$ cat config.mk
export PLATFORM = sky130hd
export DESIGN_NAME = lpstop_ctrl
export DESIGN_NICKNAME = d
export VERILOG_FILES = /design/src/rtl/lpstop_pkg.sv /design/src/rtl/lpstop_sync.sv /design/src/rtl/lpstop_rtc.sv /design/src/rtl/lpstop_seq.sv /design/src/rtl/lpstop_ctrl.sv
export SDC_FILE = /design/constraint.sdc
export NUM_CORES = 1
export LEC_CHECK = 0
export BUFFER_PORTS_ARGS = -buffer_cell sky130_fd_sc_hd__buf_2
export CAP_MARGIN = 40
export CORE_MARGIN = 1
export CORE_UTILIZATION = 58
export DETAILED_ROUTE_END_ITERATION = 8
export GPL_TIMING_DRIVEN = 0
export HOLD_SLACK_MARGIN = 0.1
export PLACE_DENSITY = 0.86
export SYNTH_ARGS = -nofsm -noshare
export SYNTH_HDL_FRONTEND = slang
export SYNTH_HIERARCHICAL = 1
export SYNTH_SLANG_ARGS = --single-unit
$ cat constraint.sdc
create_clock -name clk -period 5 [get_ports clk]
set_input_delay 0.25 -clock clk [delete_from_list [all_inputs] [get_ports clk]]
set_output_delay 0.25 -clock clk [all_outputs]
set_load 0.01 [all_outputs]
$ cat src/rtl/lpstop_pkg.sv
`timescale 1ns/1ps
package lpstop_pkg;
    localparam int N_EXT  = 6;          // external wake lines
    localparam int N_SRC  = N_EXT + 1;  // plus the RTC tick, at bit 0
    localparam int N_GATE = 6;          // gated peripheral clocks

    typedef enum logic [2:0] {
        ST_RUN,
        ST_ENTER,
        ST_SHALLOW,
        ST_DEEP,
        ST_EXIT
    } stop_st_e;
endpackage

$ cat src/rtl/lpstop_sync.sv
`timescale 1ns/1ps
module lpstop_sync #(
    parameter int W = 1
) (
    input  logic         clk,
    input  logic         rst_n,
    input  logic [W-1:0] din,
    output logic [W-1:0] dout
);
    typedef struct packed {
        logic [W-1:0] s1;
        logic [W-1:0] s2;
    } sync_t;

    sync_t sy_d, sy_q;

    always_comb begin
        sy_d    = sy_q;
        sy_d.s1 = din;
        sy_d.s2 = sy_q.s1;
    end

    always_ff @(posedge clk or negedge rst_n) begin
        if (!rst_n) sy_q <= '0;
        else        sy_q <= sy_d;
    end

    assign dout = sy_q.s2;
endmodule

$ cat src/rtl/lpstop_rtc.sv
`timescale 1ns/1ps
module lpstop_rtc #(
    parameter int PERIOD = 300
) (
    input  logic clk,
    input  logic rst_n,
    input  logic clr,
    output logic pend
);
    localparam int CW = (PERIOD < 2) ? 1 : $clog2(PERIOD);

    typedef struct packed {
        logic [CW-1:0] cnt;
        logic          pend;
    } rtc_t;

    rtc_t rt_d, rt_q;
    logic wrap;

    always_comb begin
        rt_d     = rt_q;
        wrap     = (rt_q.cnt == CW'(PERIOD - 1));
        rt_d.cnt = wrap ? '0 : rt_q.cnt + 1'b1;
        // a new tick outranks a clear in the same cycle
        rt_d.pend = wrap | (rt_q.pend & ~clr);
    end

    // powered only by the always-on domain: cleared by power-on reset alone
    always_ff @(posedge clk or negedge rst_n) begin
        if (!rst_n) rt_q <= '0;
        else        rt_q <= rt_d;
    end

    assign pend = rt_q.pend;

    assert_pend_keep_R7: assert property (@(posedge clk) disable iff (!rst_n)
        (pend && !clr) |=> pend);
endmodule

$ cat src/rtl/lpstop_seq.sv
`timescale 1ns/1ps
module lpstop_seq
    import lpstop_pkg::*;
#(
    parameter int               ENTRY_CYC = 3,
    parameter int               RST_CYC   = 2,
    parameter logic [N_SRC-1:0] DEEP_MASK = N_SRC'(1)
) (
    input  logic              clk,
    input  logic              rst_n,
    input  logic              ext_rst,
    input  logic              stop_req,
    input  logic              stop_deep,
    input  logic [N_SRC-1:0]  wake_vec,
    input  logic              ack_wr,
    input  logic              ack_wdata,
    output logic              pwr_down,
    output logic              dom_rst,
    output logic              pin_hold,
    output logic              recov_flag,
    output logic              reg_stby,
    output logic [N_GATE-1:0] periph_clk_en,
    output logic              resume,
    output logic [N_SRC-1:0]  resume_src
);
    localparam int ENT_LEN = (ENTRY_CYC < 1) ? 1 : ENTRY_CYC;
    localparam int RST_LEN = (RST_CYC < 2) ? 2 : RST_CYC;
    localparam int MAXC    = (ENT_LEN > RST_LEN) ? ENT_LEN : RST_LEN;
    localparam int CNT_W   = $clog2(MAXC + 1);

    typedef struct packed {
        stop_st_e          st;
        logic [CNT_W-1:0]  cnt;
        logic              deep_sel;
        logic              hold;
        logic              recov;
        logic              resume;
        logic [N_SRC-1:0]  src;
    } seq_t;

    localparam seq_t SEQ_IDLE = '{st: ST_RUN, cnt: '0, deep_sel: 1'b0, hold: 1'b0,
                                  recov: 1'b0, resume: 1'b0, src: '0};

    seq_t             sq_d, sq_q;
    logic [N_SRC-1:0] elig;
    logic [N_SRC-1:0] qual;
    logic             wake_hit;

    always_comb begin
        sq_d        = sq_q;
        sq_d.resume = 1'b0;
        elig        = sq_q.deep_sel ? DEEP_MASK : '1;
        qual        = wake_vec & elig;
        wake_hit    = |qual;

        // the acknowledge opens the latches, but not while the device sleeps deep
        if (ack_wr && ack_wdata && sq_q.st != ST_DEEP) begin
            sq_d.hold  = 1'b0;
            sq_d.recov = 1'b0;
        end

        unique case (sq_q.st)
            ST_RUN: begin
                if (stop_req) begin
                    sq_d.st       = ST_ENTER;
                    sq_d.cnt      = CNT_W'(ENT_LEN - 1);
                    sq_d.deep_sel = stop_deep;
                end
            end
            ST_ENTER: begin
                if (wake_hit) begin
                    sq_d.st = ST_RUN;              // cancel wins over commit
                end else if (sq_q.cnt == '0) begin
                    if (sq_q.deep_sel) begin
                        sq_d.st   = ST_DEEP;
                        sq_d.hold = 1'b1;
                    end else begin
                        sq_d.st = ST_SHALLOW;
                    end
                end else begin
                    sq_d.cnt = sq_q.cnt - 1'b1;
                end
            end
            ST_SHALLOW: begin
                if (wake_hit) begin
                    sq_d.st     = ST_RUN;
                    sq_d.resume = 1'b1;
                    sq_d.src    = qual;
                end
            end
            ST_DEEP: begin
                if (wake_hit) begin
                    sq_d.st    = ST_EXIT;
                    sq_d.cnt   = CNT_W'(RST_LEN - 1);
                    sq_d.recov = 1'b1;
                end
            end
            ST_EXIT: begin
                if (sq_q.cnt == '0) sq_d.st  = ST_RUN;
                else                sq_d.cnt = sq_q.cnt - 1'b1;
            end
            default: sq_d = SEQ_IDLE;
        endcase

        if (ext_rst) sq_d = SEQ_IDLE;
    end

    always_ff @(posedge clk or negedge rst_n) begin
        if (!rst_n) sq_q <= SEQ_IDLE;
        else        sq_q <= sq_d;
    end

    assign pwr_down      = (sq_q.st == ST_DEEP);
    assign dom_rst       = (sq_q.st == ST_DEEP) || (sq_q.st == ST_EXIT);
    assign reg_stby      = (sq_q.st == ST_SHALLOW);
    assign periph_clk_en = ((sq_q.st == ST_SHALLOW) || (sq_q.st == ST_DEEP)) ? '0 : '1;
    assign pin_hold      = sq_q.hold;
    assign recov_flag    = sq_q.recov;
    assign resume        = sq_q.resume;
    assign resume_src    = sq_q.src;

    assert_resume_from_shallow_R2: assert property (@(posedge clk) disable iff (!rst_n)
        resume |-> $past(reg_stby));

    assert_exit_rst_now_R4: assert property (@(posedge clk) disable iff (!rst_n)
        $fell(pwr_down) |-> dom_rst);

    assert_exit_rst_next_R4: assert property (@(posedge clk) disable iff (!rst_n)
        ($fell(pwr_down) && !ext_rst) |=> dom_rst);

    assert_flag_needs_hold_R5: assert property (@(posedge clk) disable iff (!rst_n)
        recov_flag |-> pin_hold);

    assert_ack_zero_R6: assert property (@(posedge clk) disable iff (!rst_n)
        (recov_flag && ack_wr && !ack_wdata && !ext_rst) |=> recov_flag);

    assert_entry_cancel_R9: assert property (@(posedge clk) disable iff (!rst_n)
        (sq_q.st == ST_ENTER && wake_hit) |=> (!pwr_down && !reg_stby && !resume));
endmodule

$ cat src/rtl/lpstop_ctrl.sv
`timescale 1ns/1ps
module lpstop_ctrl
    import lpstop_pkg::*;
#(
    parameter int               ENTRY_CYC  = 3,
    parameter int               RST_CYC    = 2,
    parameter int               RTC_PERIOD = 300,
    parameter logic [N_SRC-1:0] DEEP_MASK  = N_SRC'(1)
) (
    input  logic              clk,
    input  logic              rst_n,
    input  logic              ext_rst_n,
    input  logic              stop_req,
    input  logic              stop_deep,
    input  logic [N_EXT-1:0]  wake_ext,
    input  logic              ack_wr,
    input  logic              ack_wdata,
    input  logic              rtc_clr,
    output logic              pwr_down,
    output logic              dom_rst,
    output logic              pin_hold,
    output logic              recov_flag,
    output logic              reg_stby,
    output logic [N_GATE-1:0] periph_clk_en,
    output logic              resume,
    output logic [N_SRC-1:0]  resume_src,
    output logic              full_rst,
    output logic              rtc_pend
);
    logic [N_EXT-1:0] wake_s;
    logic             xrst_s;
    logic [N_SRC-1:0] wake_vec;

    lpstop_sync #(.W(N_EXT)) u_wake_sync (
        .clk  (clk),
        .rst_n(rst_n),
        .din  (wake_ext),
        .dout (wake_s)
    );

    lpstop_sync #(.W(1)) u_xrst_sync (
        .clk  (clk),
        .rst_n(rst_n),
        .din  (~ext_rst_n),
        .dout (xrst_s)
    );

    lpstop_rtc #(.PERIOD(RTC_PERIOD)) u_rtc (
        .clk  (clk),
        .rst_n(rst_n),
        .clr  (rtc_clr),
        .pend (rtc_pend)
    );

    // RTC tick already runs on clk, so it enters unsynchronized at bit 0
    assign wake_vec = {wake_s, rtc_pend};
    assign full_rst = xrst_s;

    lpstop_seq #(
        .ENTRY_CYC(ENTRY_CYC),
        .RST_CYC  (RST_CYC),
        .DEEP_MASK(DEEP_MASK)
    ) u_seq (
        .clk          (clk),
        .rst_n        (rst_n),
        .ext_rst      (xrst_s),
        .stop_req     (stop_req),
        .stop_deep    (stop_deep),
        .wake_vec     (wake_vec),
        .ack_wr       (ack_wr),
        .ack_wdata    (ack_wdata),
        .pwr_down     (pwr_down),
        .dom_rst      (dom_rst),
        .pin_hold     (pin_hold),
        .recov_flag   (recov_flag),
        .reg_stby     (reg_stby),
        .periph_clk_en(periph_clk_en),
        .resume       (resume),
        .resume_src   (resume_src)
    );

    assert_xrst_clears_R10: assert property (@(posedge clk) disable iff (!rst_n)
        full_rst |=> (!recov_flag && !pin_hold && !reg_stby));
endmodule

==> metrics.cfg, run 1 <==
[setup_path]
cp.arrival_ns=1.72
crit_family=simple AND/OR/NAND/NOR gates
critPathSlowestCell=or3b_2
critical_path_class=flip-flop to output pin
critPathBufInv=2
critical_path_depth=4
worst-path-max-fanout=10
critPathLaunchType=flip-flop
rr_worst_depth=4
critPathRequiredTime_ns=4.75
crit_path_end_kind=output pin
path_cells=clkbuf_1 > or3b_2 > nand2_1 > buf_2
cp_slowest_stage_delay_ns=0.53

[synth]
netlist_area_um2=1810
synth-simple-area-share=0.161
ys_ff_latch=40
synth.largest_area_cell=dfrtp_1
synth_top_family_by_area=simple AND/OR/NAND/NOR gates
synth_fa_ha_area_frac=0.0193
synth_xor_xnor_area_share=0.0241
synthMuxAreaShare=0.0110
synth_fp_nets=177
synth_compound_gate_area_share=0.154
synth-seq-area-share=0.552
ys_top_cells_by_area=dfrtp_1 (55%), buf_4 (5.0%), a22o_1 (2.9%), nor2_1 (2.7%), inv_1 (2.1%)
netlist.area_leader.share=0.552
synth.distinct_cells=46
yosysWarnings=6
avgSynthCellArea_um2=11.3
synthCells=161

[sta]
rsz0062_at_grt=false
setup_viol=0
fin_crit_sh=0.393
maxSlewHeadroom=0.455
hold_slack_ns=0.194
fmax_mhz=509
finalClockSkew_ns=0.0202
worst-slew-pin-transition_ns=0.818
slew_viol_final=0
hold_viol=0
timing.final.crit_period_ns=1.97
timing.setup.tns_ns=0

[power]
p_seq_frac=0.583
vdd_drop_max_mv=0.214
combPwrFrac=0.117
p_leak_nw=1.08
power_frac_clock=0.300
power.density_nw_per_um2=269
p_int_mw=0.431
switching_power_mw=0.152
swShare=0.261

[floorplan]
fp.dieArea_um2=3360
ios=35
fp.coreArea_um2=2850
fp-row-count=19
start_util=0.636
die_h_um=57.9
fp.dieW_um=57.9

[clock_network]
tritoncts=yes
htreeDepth=2
clk_path_buf_depth=2
clkTransAtPathRegs_ns=0.13
numCtsBuffers=5
root_buffer=clkbuf_4
cts.repair.resized=0
clock-sinks=40
clock_latency_ns=0.36

[global_routing]
antenna_found_initial=0
grt_pass1_wl_um=5940
gr-total-overflow=0
grt_pass1_vias=1328
track_usage=0.242
grt_start_max_net_pins=41

[drt]
remaining_drc_errors=2
routed_via_density=5.93
wl_per_cell_um=14.6
postRouteWirelength_um=3540
drtAntennaViolNets=0
drtIter0Drc=60
vias=1434
drt_first_pass_iters=6

[finish]
stdcell_area_um2=2170
fillers=205
syn2layout_area_growth_pct=19.6
drive_gt1_frac=0.313
layout.nets=226
antenna_cells=0
fin_cells=242

[outcome]
status=finished, violations left
failed_checks=design-rule violations

[flow_run]
maxCapViolations=0

[hold_path]
hold_path.class=input pin to flip-flop
hold_depth=3

[place]
place_hpwl_um=2500
placed_cells=226
placed_area_um2=2020
io_buffers=34
gp_congestion=0.838

[layout by cell type, fill, tap and decap left out, types with 2 or more instances in the layout]
| cell type | synthesis | layout |
|---|---|---|
| a211o_1 | 2 | 2 |
| a211oi_1 | 3 | 3 |
| a21oi_1 | 5 | 5 |
| a22o_1 | 6 | 6 |
| a32o_1 | 3 | 3 |
| and3_1 | 2 | 2 |
| buf_2 | 1 | 35 |
| buf_4 | 12 | 12 |
| clkbuf_1 | 3 | 3 |
| clkbuf_4 | 0 | 5 |
| clkinvlp_4 | 0 | 2 |
| dfrtp_1 | 40 | 40 |
| dlygate4sd3_1 | 0 | 8 |
| ha_1 | 2 | 2 |
| inv_1 | 10 | 10 |
| mux2i_1 | 2 | 2 |
| nand2_1 | 8 | 8 |
| nand2b_1 | 3 | 3 |
| nand3_1 | 4 | 4 |
| nand4_1 | 2 | 2 |
| nor2_1 | 13 | 13 |
| nor2b_1 | 3 | 3 |
| nor3_1 | 3 | 3 |
| nor4_1 | 2 | 2 |
| o21ai_0 | 3 | 3 |
| or2_2 | 2 | 2 |
| or3_1 | 2 | 2 |
| xnor2_1 | 2 | 2 |
| xor2_1 | 3 | 3 |
[state kept, by name, indices dropped and copies added (netlist names), 6 cells and up]
register and count:
u_seq/sq_q 6, u_wake_sync/sy_d 6, u_wake_sync/dout 6, u_rtc/rt_q 9, u_seq/resume_src 7
[cell usage after synthesis (all sizes together)]
cell,n
a22o,6
inv,10
a32o,3
o41a,1
or4,1
a22oi,1
and2,1
or3b,1
mux2i,2
a32oi,1
xnor2,2
ha,2
nor2b,3
nand2b,3
xor2,3
nor3,3
nand2,8
a211oi,3
or2,2
nor4b,1
buf,13
clkbuf,3
nor4,3
o21ai,6
dfrtp,40
o211ai,1
nand4,2
a41o,1
nor2,14
and3,2
o22ai,1
a31oi,1
nand3,4
a211o,2
o21a,1
maj3,1
or3,2
a21oi,5
a311o,1
o221ai,1
[worst register-to-register path, delay by kind of cell (launching register included)]
kind / cells / cell delay [ns]
flip-flops: 1 / 0.40
AND/OR/NAND/NOR: 2 / 0.83
AO/OA/AOI/OAI: 2 / 0.55
[power by group through the flow]
| stage | sequential (mW) | clock [mW] | combinational (mW) |
|---|---|---|---|
| after CTS | 0.340 | 0.180 | 0.0671 |
| after detailed placement | 0.346 | 0 | 0.0620 |
| after global placement | 0.345 | 0 | 0.0592 |
| final | 0.340 | 0.175 | 0.0680 |
| after floorplan | 0.345 | 0 | 0.0398 |
| after global routing | 0.341 | 0.193 | 0.0765 |
[logic make-up after synthesis]
kind of cell	count (synthesis)
buffers and inverters	26
XOR/XNOR	5
AO/OA/AOI/OAI	35
AND/OR/NAND/NOR	50
adder cells (fa/ha/maj)	3
multiplexers	2
flip-flops	40
[worst paths after layout]
kind | from | slack [ns] | endpoint
min | rtc_clr | 0.19 | u_rtc/pend
min in group asynchronous | rst_n | 0.50 | u_seq/pin_hold
min reg2reg | u_xrst_sync/sy_d[0] | 0.36 | u_xrst_sync/dout
max in group asynchronous | rst_n | 3.96 | u_seq/sq_q[12]
max reg2reg | u_wake_sync/dout[2] | 3.13 | u_seq/sq_q[11]
max | u_seq/sq_q[14] | 3.03 | dom_rst
[final cells by class]
type | instances | area (um^2) | share of cell area
tap | 31 | 38.8 | 0.0179
sequential | 40 | 1000 | 0.461
clock buffer | 6 | 51.3 | 0.0236
clock inverter | 2 | 15.0 | 0.00692
buffer | 16 | 106 | 0.0490
multi-input combinational | 95 | 669 | 0.309
inverter | 10 | 37.5 | 0.0173
timing repair buffer | 42 | 250 | 0.115
[what timing repair did]
action,CTS,global route
hold endpoints to repair,47,0
hold buffers,8,0
setup buffers,0,0
[through the flow]
step           worst slack, ns   util  total power [mW]
6_report                  3.03  0.761             0.583
5_1_grt                   2.91  0.761             0.611
4_1_cts                   3.04  0.761             0.587
3_5_place_dp              3.17  0.709             0.408
3_3_place_gp              3.21  0.709             0.404
2_1_floorplan             3.31      -             0.385
[routing by layer]
metal | up-vias | track usage | wire length (um)
met1 | 708 | 0.279 | 1350
met2 | 53 | 0.424 | 1880
met5 | - | 0 | 0
met4 | 0 | 0.0884 | 74
li1 | 662 | - | -
met3 | 11 | 0.0737 | 232
No activity file was read; power rests on OpenSTA's default activity.
==> inputs of run 2 (changes only) <==
Settings changed: CORE_UTILIZATION 58 to 49, PLACE_DENSITY 0.86 to 0.78.
Clock period 5 ns to 1.68 ns, I/O delays scaled along.
==> metrics.cfg, run 2 (synthesized netlist as in run 1, its figures left out) <==
[drt]
routed_via_density=5.61  ; -5.4%
drt_first_pass_iters=5  ; -1
drtAntennaViolNets=0  ; unchanged
remaining_drc_errors=0  ; -2
vias=1463  ; +2.0%
postRouteWirelength_um=3820  ; +8.0%
drtIter0Drc=99  ; +65%
wl_per_cell_um=14.6  ; +0.12%

[setup_path]
critPathSlowestCell=or4_4
ff2ff_setup_slack_ns=-0.13  ; -3.26 ns
critPathLaunchType=flip-flop
path_cells=or4_4 > nor4_4 > buf_6 > o41a_4 > o21ai_1 > a32o_1
critPathRequiredTime_ns=1.86  ; -2.89 ns
crit_path_end_kind=flip-flop
r2r-start=u_wake_sync/dout[2]
rr_worst_depth=6  ; +2
critical_path_class=flip-flop to flip-flop
cp.arrival_ns=1.99  ; +0.27 ns
cp-startpoint=u_wake_sync/dout[2]
worstReg2RegEnd=u_seq/sq_q[11]
worst-path-max-fanout=4  ; -6
cp_slowest_stage_delay_ns=0.56  ; +0.03 ns
crit_path_end=u_seq/sq_q[11]

[floorplan]
fp.dieW_um=62.9  ; +8.5%
die_h_um=62.9  ; +8.5%
ios=35  ; unchanged
fp.coreArea_um2=3440  ; +21%
fp-row-count=21  ; +2
fp.dieArea_um2=3950  ; +18%
start_util=0.527  ; -0.109

[sta]
maxSlewHeadroom=0.436  ; -0.0191
finalClockSkew_ns=0.0120  ; -0.00820 ns
rsz0062_at_grt=true
setup_viol=12  ; +12
hold_viol=0  ; unchanged
fin_ws_ns=-0.133  ; -3.17 ns
fmax_mhz=552
slew_viol_final=0  ; unchanged
fin_crit_sh=1.08
worst-slew-pin-transition_ns=0.847  ; +0.0287 ns
hold_slack_ns=0.162  ; -0.0323 ns
timing.final.crit_period_ns=1.81

[power]
p_seq_frac=0.497  ; -0.086
swShare=0.240  ; -0.0205
p_leak_nw=1.14  ; +6.3%
power_frac_clock=0.386  ; +0.086
vdd_drop_max_mv=0.565  ; +160%
combPwrFrac=0.117  ; about the same
switching_power_mw=0.490  ; +220%
p_int_mw=1.55  ; +260%
p_total_mw=2.04  ; +250%
power.density_nw_per_um2=863  ; +220%

[finish]
drive_gt1_frac=0.381  ; +0.0686
regMostFlops=u_rtc/rt_q
layout.nets=230  ; +1.8%
layout_commonest_cell=dfrtp_1
final_cell_mix=dfrtp_1 (37), buf_2 (34), buf_4 (15)
utilization=0.687  ; -0.0739
antenna_cells=0  ; unchanged
syn2layout_area_growth_pct=30.3
largest_reg_flops=9  ; unchanged
fin_cells=261  ; +7.9%

[clock_network]
clock-sinks=40  ; unchanged
htreeDepth=2  ; unchanged
clkTransAtPathRegs_ns=0.09  ; -0.04 ns
root_buffer=clkbuf_8
clock_latency_ns=0.30  ; -0.06 ns
tritoncts=yes
clk_path_buf_depth=2  ; unchanged
numCtsBuffers=5  ; unchanged

[hold_path]
hold_path.class=input pin to flip-flop

[global_routing]
grt_start_max_net_pins=41  ; unchanged
grt_pass1_wl_um=6330  ; +6.6%
grt_pass1_vias=1405  ; +5.8%
track_usage=0.212  ; -0.0301
gr-total-overflow=0  ; unchanged
antenna_found_initial=0  ; unchanged

[place]
place_hpwl_um=2510  ; +0.11%
gp_congestion=0.887  ; +5.9%
placed_cells=241  ; +6.6%
io_buffers=34  ; unchanged

[outcome]
status=finished, violations left
failed_checks=negative setup slack

[flow_run]
maxCapViolations=0  ; unchanged

[run 2: cell count changes in the layout (fill, tap and decap cells not counted), sizes merged]
cell and change:
buf +3, clkinv +2, clkinvlp -2, bufinv +1
clkbuf -1, dlygate4sd3 +1
[run 2: power groups by stage]
stage	registers, mW	logic, mW	clock network (mW)
after floorplan	1.03	0.118	0
after global placement	1.03	0.177	0
after detailed placement	1.03	0.184	0
after CTS	1.01	0.219	0.792
after global routing	1.02	0.262	0.842
final	1.01	0.239	0.787
[run 2: worst min-delay path by stage]
stage                           start                  end  slack, ns  depth (start not counted)
final                        stop_req       u_seq/sq_q[10]       0.16                          4
after global routing         stop_req       u_seq/sq_q[10]       0.20                          4
after CTS                    stop_req       u_seq/sq_q[10]       0.15                          4
after detailed placement  wake_ext[5]  u_wake_sync/sy_d[5]       0.19                          1
after global placement    wake_ext[4]  u_wake_sync/sy_d[4]       0.19                          1
after floorplan                 rst_n           u_rtc/pend      -0.21                          0
[run 2: timing repair]
item,in CTS,in global routing
resized for setup,11,12
setup endpoints to repair,15,15
buffers inserted,2,1
pin swaps,15,10
endpoints found under the hold margin,48,0
hold buffers,9,0
[run 2: through the flow]
step / setup TNS, ns / cell area, um^2 / setup slack [ns]
global route: -1.81 / 2360 / -0.189
CTS: -1.78 / 2300 / -0.197
finish: -1.15 / 2360 / -0.133
floorplan: -0.0140 / 1810 / -0.0140
detailed placement: -1.41 / 2040 / -0.184
global placement: -0.697 / 2040 / -0.109
[run 2: layout make-up]
| type | count | area (um^2) |
|---|---|---|
| Buffer | 16 | 119 |
| Timing Repair Buffer | 46 | 287 |
| Inverter | 10 | 37.5 |
| Clock buffer | 5 | 68.8 |
| Sequential cell | 40 | 1000 |
| Fill cell | 252 | 1080 |
| Multi-Input combinational cell | 95 | 742 |
| Clock inverter | 3 | 47.5 |
| Tap cell | 46 | 57.6 |
[run 2: layer usage]
layer / wire length [um] / global-route usage
met3: 253 / 0.0602
met1: 1540 / 0.249
met5: 0 / 0
met2: 1950 / 0.360
met4: 78 / 0.0901
[run 2: worst max-delay path: cells and delay by family, from the launching register on]
family | cells | cell delay [ns]
AOI/OAI and AO/OA | 3 | 0.43
and+or+nand+nor | 2 | 0.71
buffers and inverters | 1 | 0.17
DFF | 1 | 0.40
